[config.mk]
export PLATFORM = sky130hd
export DESIGN_NAME = sat_tx
export DESIGN_NICKNAME = d
export VERILOG_FILES = /design/src/rtl/sat_pkg.sv /design/src/rtl/sat_fifo.sv /design/src/rtl/sat_bclk.sv /design/src/rtl/sat_seq.sv /design/src/rtl/sat_tx.sv
export SDC_FILE = /design/constraint.sdc
export NUM_CORES = 1
export LEC_CHECK = 0
export BUFFER_PORTS_ARGS = -buffer_cell sky130_fd_sc_hd__buf_2
export CORE_ASPECT_RATIO = 2
export CORE_MARGIN = 4
export CORE_UTILIZATION = 64
export DETAILED_ROUTE_END_ITERATION = 10
export MAX_ROUTING_LAYER = met4
export PLACE_DENSITY = 0.86
export SETUP_SLACK_MARGIN = 0.4
export SLEW_MARGIN = 20
export SYNTH_ARGS = -nofsm -noshare
export SYNTH_HDL_FRONTEND = slang
export SYNTH_HIERARCHICAL = 1
export SYNTH_SLANG_ARGS = --single-unit
[constraint.sdc]
create_clock -name clk_i -period 5.4 [get_ports clk_i]
set_input_delay 1.08 -clock clk_i [delete_from_list [all_inputs] [get_ports clk_i]]
set_output_delay 1.08 -clock clk_i [all_outputs]
set_load 0.01 [all_outputs]
[src/rtl/sat_pkg.sv]
package sat_pkg;

  typedef enum logic [1:0] {
    ST_IDLE,
    ST_LEAD,
    ST_DATA
  } seq_st_e;

  // word length code -> bits per word
  function automatic logic [4:0] wlen_bits(input logic [1:0] code);
    case (code)
      2'd0:    return 5'd8;
      2'd1:    return 5'd10;
      2'd2:    return 5'd12;
      default: return 5'd16;
    endcase
  endfunction

endpackage

[src/rtl/sat_fifo.sv]
module sat_fifo #(
  parameter int DW    = 16,
  parameter int DEPTH = 4
) (
  input  logic          clk_i,
  input  logic          rst_ni,
  input  logic          flush_i,
  input  logic          push_i,
  input  logic [DW-1:0] data_i,
  input  logic          pop_i,
  output logic [DW-1:0] data_o,
  output logic          empty_o,
  output logic          full_o
);
  localparam int AW = (DEPTH > 1) ? $clog2(DEPTH) : 1;
  localparam int CW = $clog2(DEPTH + 1);

  logic [DW-1:0] mem [DEPTH];
  logic [AW-1:0] wp_q, rp_q;
  logic [CW-1:0] cnt_q;
  logic          do_push, do_pop;

  assign empty_o = (cnt_q == '0);
  assign full_o  = (cnt_q == CW'(DEPTH));
  assign do_push = push_i && !full_o;
  assign do_pop  = pop_i && !empty_o;
  assign data_o  = mem[rp_q];

  function automatic logic [AW-1:0] nxt(input logic [AW-1:0] p);
    return (p == AW'(DEPTH - 1)) ? '0 : p + AW'(1);
  endfunction

  always_ff @(posedge clk_i) begin
    if (do_push && !flush_i) mem[wp_q] <= data_i;
  end

  always_ff @(posedge clk_i or negedge rst_ni) begin
    if (!rst_ni) begin
      wp_q  <= '0;
      rp_q  <= '0;
      cnt_q <= '0;
    end else if (flush_i) begin
      wp_q  <= '0;
      rp_q  <= '0;
      cnt_q <= '0;
    end else begin
      if (do_push) wp_q <= nxt(wp_q);
      if (do_pop)  rp_q <= nxt(rp_q);
      case ({do_push, do_pop})
        2'b10:   cnt_q <= cnt_q + CW'(1);
        2'b01:   cnt_q <= cnt_q - CW'(1);
        default: cnt_q <= cnt_q;
      endcase
    end
  end

  a_r13_full_drop: assert property (@(posedge clk_i) disable iff (!rst_ni)
    (push_i && full_o && !pop_i && !flush_i) |=> full_o);

  a_r13_count_bound: assert property (@(posedge clk_i) disable iff (!rst_ni)
    cnt_q <= CW'(DEPTH));

endmodule

[src/rtl/sat_bclk.sv]
module sat_bclk (
  input  logic clk_i,
  input  logic rst_ni,
  input  logic en_i,
  input  logic tick_i,
  input  logic fall_launch_i,
  output logic bclk_o,
  output logic launch_o
);
  logic bclk_q;

  always_ff @(posedge clk_i or negedge rst_ni) begin
    if (!rst_ni)     bclk_q <= 1'b0;
    else if (!en_i)  bclk_q <= 1'b0;
    else if (tick_i) bclk_q <= ~bclk_q;
  end

  assign bclk_o = bclk_q;
  // launch when this tick produces the selected edge
  assign launch_o = en_i && tick_i && (bclk_q == fall_launch_i);

  a_r2_bclk_toggle: assert property (@(posedge clk_i) disable iff (!rst_ni)
    (en_i && tick_i) |=> (bclk_o != $past(bclk_o)));

  a_r2_bclk_hold: assert property (@(posedge clk_i) disable iff (!rst_ni)
    (en_i && !tick_i) |=> $stable(bclk_o));

endmodule

[src/rtl/sat_seq.sv]
module sat_seq
  import sat_pkg::*;
#(
  parameter int DW    = 16,  // at least 16
  parameter int SLOTS = 4
) (
  input  logic          clk_i,
  input  logic          rst_ni,
  input  logic          en_i,
  input  logic          launch_i,
  input  logic          lsb_first_i,
  input  logic          fs_bit_i,
  input  logic          net_i,
  input  logic [1:0]    wlen_i,
  input  logic          fifo_empty_i,
  input  logic [DW-1:0] fifo_data_i,
  output logic          pop_o,
  output logic          sd_o,
  output logic          fs_act_o,
  output logic          underrun_o
);
  localparam int SW = (SLOTS > 1) ? $clog2(SLOTS) : 1;
  localparam int BW = $clog2(DW + 1);

  seq_st_e       st_q;
  logic [BW-1:0] bit_q;
  logic [SW-1:0] slot_q;
  logic [DW-1:0] sh_q;
  logic          sd_q, fs_q, ur_q;

  logic [BW-1:0] wbits;
  logic          last_bit, last_slot, frame_end, from_lead, next_slot, start_word;
  logic [DW-1:0] mask, word_m, word_al;

  always_comb begin
    wbits      = BW'(wlen_bits(wlen_i));
    last_bit   = (bit_q == wbits - BW'(1));
    last_slot  = !net_i || (slot_q == SW'(SLOTS - 1));
    frame_end  = (st_q == ST_IDLE) || ((st_q == ST_DATA) && last_bit && last_slot);
    from_lead  = (st_q == ST_LEAD);
    next_slot  = (st_q == ST_DATA) && last_bit && !last_slot;
    start_word = launch_i && ((frame_end && !fs_bit_i) || from_lead || next_slot);
    mask       = ~({DW{1'b1}} << wbits);
    word_m     = fifo_empty_i ? '0 : (fifo_data_i & mask);
    word_al    = word_m << (BW'(DW) - wbits);
  end

  assign pop_o = start_word && !fifo_empty_i;

  always_ff @(posedge clk_i or negedge rst_ni) begin
    if (!rst_ni) begin
      st_q   <= ST_IDLE;
      bit_q  <= '0;
      slot_q <= '0;
      sh_q   <= '0;
      sd_q   <= 1'b0;
      fs_q   <= 1'b0;
      ur_q   <= 1'b0;
    end else if (!en_i) begin
      st_q   <= ST_IDLE;
      bit_q  <= '0;
      slot_q <= '0;
      sh_q   <= '0;
      sd_q   <= 1'b0;
      fs_q   <= 1'b0;
      ur_q   <= 1'b0;
    end else begin
      if (start_word && fifo_empty_i) ur_q <= 1'b1;
      if (launch_i) begin
        if (start_word) begin
          st_q  <= ST_DATA;
          bit_q <= '0;
          if (lsb_first_i) begin
            sd_q <= word_m[0];
            sh_q <= word_m >> 1;
          end else begin
            sd_q <= word_al[DW-1];
            sh_q <= word_al << 1;
          end
          if (frame_end) begin
            slot_q <= '0;
            fs_q   <= 1'b1;
          end else if (from_lead) begin
            slot_q <= '0;
            fs_q   <= 1'b0;
          end else begin
            slot_q <= slot_q + SW'(1);
            fs_q   <= 1'b0;
          end
        end else if (frame_end) begin
          // lead bit of a one-bit frame sync
          st_q <= ST_LEAD;
          fs_q <= 1'b1;
          sd_q <= 1'b0;
        end else begin
          bit_q <= bit_q + BW'(1);
          if (lsb_first_i) begin
            sd_q <= sh_q[0];
            sh_q <= sh_q >> 1;
          end else begin
            sd_q <= sh_q[DW-1];
            sh_q <= sh_q << 1;
          end
        end
      end
    end
  end

  assign sd_o       = sd_q;
  assign fs_act_o   = fs_q;
  assign underrun_o = ur_q;

  a_r7_lead_one_bit: assert property (@(posedge clk_i) disable iff (!rst_ni)
    (en_i && launch_i && st_q == ST_LEAD) |=> !fs_act_o);

  a_r11_underrun_sticky: assert property (@(posedge clk_i) disable iff (!rst_ni)
    (en_i && ur_q) |=> ur_q);

  a_r5_hold_between_launch: assert property (@(posedge clk_i) disable iff (!rst_ni)
    (en_i && !launch_i) |=> ($stable(sd_q) && $stable(fs_q)));

endmodule

[src/rtl/sat_tx.sv]
module sat_tx #(
  parameter int DW    = 16,
  parameter int DEPTH = 4,
  parameter int SLOTS = 4
) (
  input  logic          clk_i,
  input  logic          rst_ni,
  input  logic          en_i,
  input  logic          lsb_first_i,
  input  logic          fall_launch_i,
  input  logic          fs_low_i,
  input  logic          fs_bit_i,
  input  logic          net_i,
  input  logic [1:0]    wlen_i,
  input  logic          wr_valid_i,
  input  logic [DW-1:0] wr_data_i,
  output logic          wr_ready_o,
  input  logic          bclk_tick_i,
  output logic          bclk_o,
  output logic          sd_o,
  output logic          fs_o,
  output logic          oe_o,
  output logic          underrun_o
);
  logic          fifo_empty, fifo_full, pop;
  logic [DW-1:0] fifo_data;
  logic          bclk, launch, sd, fs_act, ur;
  logic          oe_q;

  sat_fifo #(.DW(DW), .DEPTH(DEPTH)) u_fifo (
    .clk_i   (clk_i),
    .rst_ni  (rst_ni),
    .flush_i (!en_i),
    .push_i  (wr_valid_i && en_i),
    .data_i  (wr_data_i),
    .pop_i   (pop),
    .data_o  (fifo_data),
    .empty_o (fifo_empty),
    .full_o  (fifo_full)
  );

  sat_bclk u_bclk (
    .clk_i         (clk_i),
    .rst_ni        (rst_ni),
    .en_i          (en_i),
    .tick_i        (bclk_tick_i),
    .fall_launch_i (fall_launch_i),
    .bclk_o        (bclk),
    .launch_o      (launch)
  );

  sat_seq #(.DW(DW), .SLOTS(SLOTS)) u_seq (
    .clk_i        (clk_i),
    .rst_ni       (rst_ni),
    .en_i         (en_i),
    .launch_i     (launch),
    .lsb_first_i  (lsb_first_i),
    .fs_bit_i     (fs_bit_i),
    .net_i        (net_i),
    .wlen_i       (wlen_i),
    .fifo_empty_i (fifo_empty),
    .fifo_data_i  (fifo_data),
    .pop_o        (pop),
    .sd_o         (sd),
    .fs_act_o     (fs_act),
    .underrun_o   (ur)
  );

  always_ff @(posedge clk_i or negedge rst_ni) begin
    if (!rst_ni) oe_q <= 1'b0;
    else         oe_q <= en_i;
  end

  assign oe_o       = oe_q;
  assign bclk_o     = oe_q && bclk;
  assign sd_o       = oe_q && sd;
  assign fs_o       = oe_q && (fs_act ^ fs_low_i);
  assign underrun_o = ur;
  assign wr_ready_o = !fifo_full;

  a_r12_disable_quiet: assert property (@(posedge clk_i) disable iff (!rst_ni)
    !en_i |=> (!oe_o && !underrun_o && !bclk_o && !sd_o));

endmodule

# Word-level counts from Yosys, hierarchy flattened

Memories as Yosys holds them, arrays and structs flattened.
Index checks and enable logic that the tools add are counted.

Flip-flop bits (word level): 37
Bits in latches: 0
Bits in writable memories: 64
ROM bits: 0
Logic and storage cells: 125
Memories kept: 1

Memories:

| memory     | words | bits a word | read ports | clocked after memory_dff | wr ports | line           | text |
|---|---|---|---|---|---|---|---|
| u_fifo.mem | 4     | 16          | 1          | 0                        | 1        | sat_fifo.sv:18 | `logic [DW-1:0] mem [DEPTH];` |

Add/sub/neg operators: 8
$mul: 0
Div/mod/pow operators: 0
Magnitude comparators: 0
Eq/ne operators: 21
Shifts and indexed selects: 2
Muxes and demuxes: 46
Bitwise gates (word level): 4
Reduce and logical (&&, ||, !) cells: 31

Operators by type and width:

| cell                    | count |
|---|---|
| $mux W16                | 7 |
| $mux W2                 | 15 |
| $mux W5                 | 4 |
| $mux W1                 | 17 |
| $and A16 B16 Y16        | 1 |
| $logic_and A1 B1 Y1     | 16 |
| $not A16 Y16            | 1 |
| $shl A16 B5 Y16         | 1 |
| $shl A16 B5 Y16 const A | 1 |
| $pmux W5 S3             | 1 |
| $eq A2 B2 Y1 const B    | 6 |
| $ne A2 B1 Y1 const B    | 6 |
| $add A2 B1 Y2 const B   | 3 |
| $eq A2 B1 Y1 const B    | 3 |
| $ne A3 B1 Y1 const B    | 2 |
| $pmux W3 S2             | 1 |
| $reduce_and A2 Y1       | 3 |
| $add A5 B1 Y5 const B   | 1 |
| $eq A5 B5 Y1            | 1 |
| $logic_not A1 Y1        | 5 |
| $sub A5 B1 Y5 const B   | 1 |
| $sub A5 B5 Y5 const A   | 1 |
| $logic_not A2 Y1        | 2 |
| $logic_or A1 B1 Y1      | 4 |
| other kinds (9)         | 9 |

# Longest topological paths before layout

Depth after elaboration: 16
Gate-level depth with buffers: 13
Gate-level depth less buffers: 11

# Modules after synthesis

The synthesis kept the hierarchy.

By module, submodules not included:

| module   | times used | cells an instance | area each (um^2) | seq. area each (um^2) |
|---|---|---|---|---|
| sat_fifo | 1          | 149               | 2864.0           | 2097.0 |
| sat_seq  | 1          | 283               | 2606.2           | 700.7 |
| sat_tx   | 1          | 8                 | 66.3             | 25.0 |
| sat_bclk | 1          | 5                 | 55.1             | 25.0 |

# Worst setup path before layout

No wires, ideal clock.

Path type: input to register
From: input wlen_i[0]
To: register u_fifo.cnt_q[1]
Setup time: 0.136 ns
Arrival time: 3.635 ns
Required time: 5.264 ns
Slack: 1.629 ns
Stages on the path: 13
Buffers on the path: 2
Cell sequence: inv_1 -> ha_1 -> buf_4 -> xor2_1 -> nand4b_4 -> o31ai_4 -> and2_1 -> buf_2 -> nand2b_1 -> o21ba_1 -> fa_1 -> a21oi_1 -> nor4_1

Cells in the longest elaborated chain, start to end: 16
Elaborated cells on any way between the ends: 21
Those cells by class: 1 x add/sub; 6 x eq/ne; 3 x mux; 11 x reduce/logical

RTL lines:

| what                                         | line                         | text |
|---|---|---|
| start: declaration                           | sat_tx.sv:14                 | `input logic [1:0] wlen_i,` |
| $eq A2 B2 Y1 (tied with other cells)         | sat_pkg.sv:11                | `case (code)` |
| $pmux W5 S3 *                                | sat_pkg.sv:11                |  |
| $sub A5 B1 Y5 *                              | sat_seq.sv:37                | `last_bit = (bit_q == wbits - BW'(1));` |
| $eq A5 B5 Y1 *                               | sat_seq.sv:37                |  |
| $logic_and A1 B1 Y1 *                        | sat_seq.sv:39, sat_seq.sv:41 |  |
| $logic_and A1 B1 Y1                          | sat_seq.sv:39                | `frame_end = (st_q == ST_IDLE) \|\| ((st_q == ST_DATA) && last_bit && last_slot);` |
| $logic_or A1 B1 Y1                           | sat_seq.sv:39                |  |
| $logic_and A1 B1 Y1                          | sat_seq.sv:42                | `start_word = launch_i && ((frame_end && !fs_bit_i) \|\| from_lead \|\| next_slot);` |
| $logic_or A1 B1 Y1                           | sat_seq.sv:42                |  |
| $logic_or A1 B1 Y1 *                         | sat_seq.sv:42                |  |
| $logic_and A1 B1 Y1 *                        | sat_seq.sv:42                |  |
| $logic_and A1 B1 Y1 *                        | sat_seq.sv:48                | `assign pop_o = start_word && !fifo_empty_i;` |
| net pop                                      | sat_tx.sv:25                 | `logic fifo_empty, fifo_full, pop;` |
| $logic_and A1 B1 Y1 *                        | sat_fifo.sv:26               | `assign do_pop = pop_i && !empty_o;` |
| $eq A2 B1 Y1 or $eq A2 B2 Y1 (tied branches) | sat_fifo.sv:49               | `case ({do_push, do_pop})` |
| $pmux W3 S2                                  | sat_fifo.sv:49               |  |
| $mux W3                                      | sat_fifo.sv:42               | `end else if (flush_i) begin` |
| end signal: assignment                       | sat_fifo.sv:50               | `2'b10: cnt_q <= cnt_q + CW'(1);` |
| end signal: assignment                       | sat_fifo.sv:51               | `2'b01: cnt_q <= cnt_q - CW'(1);` |
| end signal: assignment                       | sat_fifo.sv:52               | `default: cnt_q <= cnt_q;` |
| end: declaration                             | sat_fifo.sv:20               | `logic [CW-1:0] cnt_q;` |

Mark *: on every way through the listed nets, which the timed path passes. The rest lies on a longest branch.
A chain may end at the register's enable or synchronous reset.

# Worst setup path in the final report

From: input wlen_i[1]
To: register u_fifo.cnt_q[1]

The elaborated chain is that of the path after synthesis.

==> flow_summary.json <==
{
  "ys_types": 74,
  "setup_tns_ns": 0,
  "slowest_delay_ns": 0.43,
  "synth_edf_count": 64,
  "syn-cell-area_um2": 5590,
  "synthTopCellsByCount": "64 x edfxtp_1, 44 x nand2_1, 37 x dfrtp_1, 23 x nor2_1, 20 x mux2i_1",
  "final_net_count": 509,
  "syn_nets": 486,
  "seq_area_um2": 2850,
  "viasPerCell": 6.59,
  "seq_power_share_pct": 51.4,
  "p_int_uw": 1230,
  "drtIter0Drc": 211,
  "grt_pass1_wl_mm": 19.7,
  "grt_overflow": 0,
  "place_hpwl_mm": 8.51,
  "yosys_warnings": 6,
  "core_area_um2": 8590,
  "die_w_um": 74.1,
  "yosysSeqAreaShare_pct": 50.9,
  "rsz0062_at_grt": "false",
  "gp_congestion": 0.935,
  "antenna_found_initial": 0,
  "syn_inst": 445,
  "drt_pass1_iterations": 5,
  "multi_input_area_um2": 2520,
  "rows": 48,
  "setup_viol": 0,
  "ir_drop_uv": 318,
  "dieHeight_um": 140,
  "required_ns": 5.63,
  "crit_type": "primary input to flop",
  "drv_cap": 0,
  "clock_skew_ns": 0.00650,
  "cts-root-buf": "clkbuf_16",
  "cpMaxStageDelayCell": "fa_1",
  "cts_made_buffers": 9,
  "ant_nets": 0,
  "avgRoutedWirePerCell_um": 20.7,
  "vias": 3776,
  "tightest_slew_ns": 1.05,
  "cts_tree": "built",
  "clk_path_buf_depth": 2,
  "drc": 0,
  "async_reset_ff_share_pct": 36.6,
  "p_per_area_nw_per_um2": 276,
  "hp-class": "flop to flop",
  "crit_path_start_kind": "primary input",
  "yosys_register_bits": 101,
  "start_util_pct": 65.1,
  "period_minus_slack_ns": 3.94,
  "finalCritPeriodShare_pct": 73.0,
  "yosysMostFrequentCell": "edfxtp_1",
  "total_power_uw": 1670,
  "port_buffers": 33,
  "arrival_ns": 4.17,
  "synthTopCellsByArea": "edfxtp_1 34%, dfrtp_1 17%, mux4_2 6.4%, mux2i_1 3.6%, nand2_1 3.0%",
  "clkTransAtPathRegs_ns": 0.07,
  "crit_path_start": "wlen_i[1]",
  "clkLatencyLatePin_ns": 0.35,
  "grtUsageTotal_pct": 25.8,
  "p_sw_share_pct": 26.1,
  "pwr-share-clk_pct": 37.3,
  "max_slew_margin_pct": 30.1,
  "switching_power_uw": 435,
  "dieArea_um2": 10400,
  "reg2reg_from": "u_seq/bit_q[2]",
  "grt_max_degree": 38,
  "drv_slew": 0,
  "final-hold-violation-count": 0,
  "leakagePower_uw": 0.00230,
  "hold_buffers": 0,
  "fillers": 590,
  "crit_fanout": 28,
  "drive_above_1_share_pct": 23.3,
  "avgSynthCellArea_um2": 12.6,
  "cts_setup_buffers": 0,
  "p_comb_share_pct": 11.3,
  "netlist.area_leader.share_pct": 34.4,
  "crit_chain": "buf_2, inv_1, ha_1, buf_4, xor2_1, nand3_4, o31ai_4, and2_1, nand2b_1, o21ba_1, fa_1, a21oi_1, nor4_1",
  "max_freq_mhz": 254,
  "status": "completed",
  "antennaDiodeCount": 0,
  "io_pins": 34,
  "first_global_vias": 3886,
  "syn_to_final_growth_pct": 8.19,
  "synth_top_cell_by_area": "edfxtp_1",
  "cts_max_level": 3,
  "cts_resized": 0,
  "cts_sinks": 101,
  "synth_ff_type": "edfxtp_1",
  "crit_path_end_kind": "flop",
  "hold_start": "u_seq/slot_q[0]",
  "drt-total-wl_mm": 11.9
}
-- metrics by stage --
| stage | hold WS, ns | worst slack, ns | instances | instance area [µm²] | utilization [%] |
|---|---|---|---|---|---|
| CTS | 0.512 | 1.47 | 573 | 6050 | 70.4 |
| finish | 0.509 | 1.46 | 573 | 6050 | 70.4 |
| global placement | 0.468 | 1.23 | 557 | 5760 | 67.1 |
| floorplan | 0.453 | 1.63 | 445 | 5590 | - |
| detailed placement | 0.500 | 1.10 | 557 | 5760 | 67.1 |
| global route | 0.549 | 1.23 | 573 | 6050 | 70.4 |
-- worst paths after layout --
| kind | endpoint | slack, ns | cells past startpoint |
|---|---|---|---|
| min | u_seq/slot_q[0] | 0.51 | 1 |
| max | u_fifo/cnt_q[1] | 1.46 | 13 |
| min reg2reg | u_seq/slot_q[0] | 0.51 | 1 |
| max in group asynchronous | u_fifo/wp_q[1] | 4.03 | 1 |
| min in group asynchronous | u_seq/bit_q[4] | 0.82 | 1 |
| max reg2reg | u_fifo/cnt_q[1] | 2.27 | 9 |
-- per-layer routing --
| layer | up-vias | wire [µm] | global-route usage (%) |
|---|---|---|---|
| li1 | 1741 | - | - |
| met3 | 40 | 459 | 4.96 |
| met1 | 1866 | 4370 | 29.5 |
| met4 | 0 | 522 | 12.3 |
| met5 | - | 0 | - |
| met2 | 129 | 6520 | 42.6 |
-- power by group through the flow --
stage	Clock (µW)	Sequential (µW)	Combinational, µW
after CTS	634	857	187
after global routing	671	859	205
after floorplan	0	868	133
final	622	857	189
after global placement	0	872	180
after detailed placement	0	873	187
-- logic make-up after synthesis --
kind of cell	count (synthesis)	synth area share (%)
flip-flops	101	50.9
AND/OR/NAND/NOR	132	12.6
multiplexers	46	12.0
buffers and inverters	44	4.27
XOR/XNOR	12	2.15
adder cells (fa/ha/maj)	13	3.04
AO/OA/AOI/OAI	97	15.0
-- cell type report --
cell class | instances | area share, %
tap | 100 | 2.07
clock buffer | 9 | 3.72
timing repair buffer | 39 | 3.47
clock inverter | 7 | 1.01
multi-input combinational | 300 | 41.6
sequential | 101 | 47.1
inverter | 17 | 1.05
-- worst max-delay path: cells and delay by family --
kind	cells	cell delay, ns
simple gates	4	0.86
buf+inv	3	0.56
fa+ha+maj	2	0.59
xor+xnor	1	0.29
compound gates	3	0.78
-- layout by cell type (no fill, tap or decap), types with 4 or more instances in the layout --
cell,count
o21ai_0,9
ha_1,12
edfxtp_1,64
buf_2,33
nand3_1,9
inv_1,17
buf_4,6
clkbuf_16,9
nand2_1,44
nor3_1,6
a21oi_1,13
mux4_2,16
mux2_2,10
nor2b_1,8
o221ai_2,9
and3_1,4
o2bb2ai_1,4
o311ai_1,5
or3_1,7
a22oi_1,4
o21ai_1,6
mux2i_1,20
nand2b_1,7
and2_1,10
nor2_1,23
xor2_1,8
dfrtp_1,37
a31oi_1,4
-- sequential cells by signal, indices dropped and copies added, names as in the netlist --
signal / cells
u_fifo/rp_q: 2
u_seq/underrun_o: 1
u_seq/st_q: 2
u_fifo/cnt_q: 3
u_seq/bit_q: 5
u_fifo/wp_q: 2
u_seq/fs_act_o: 1
u_fifo/mem: 64
u_bclk/bclk_o: 1
u_seq/slot_q: 2
u_seq/sh_q: 16
oe_o: 1
u_seq/sd_o: 1
Note: power is estimated with default switching activity, not from simulation.
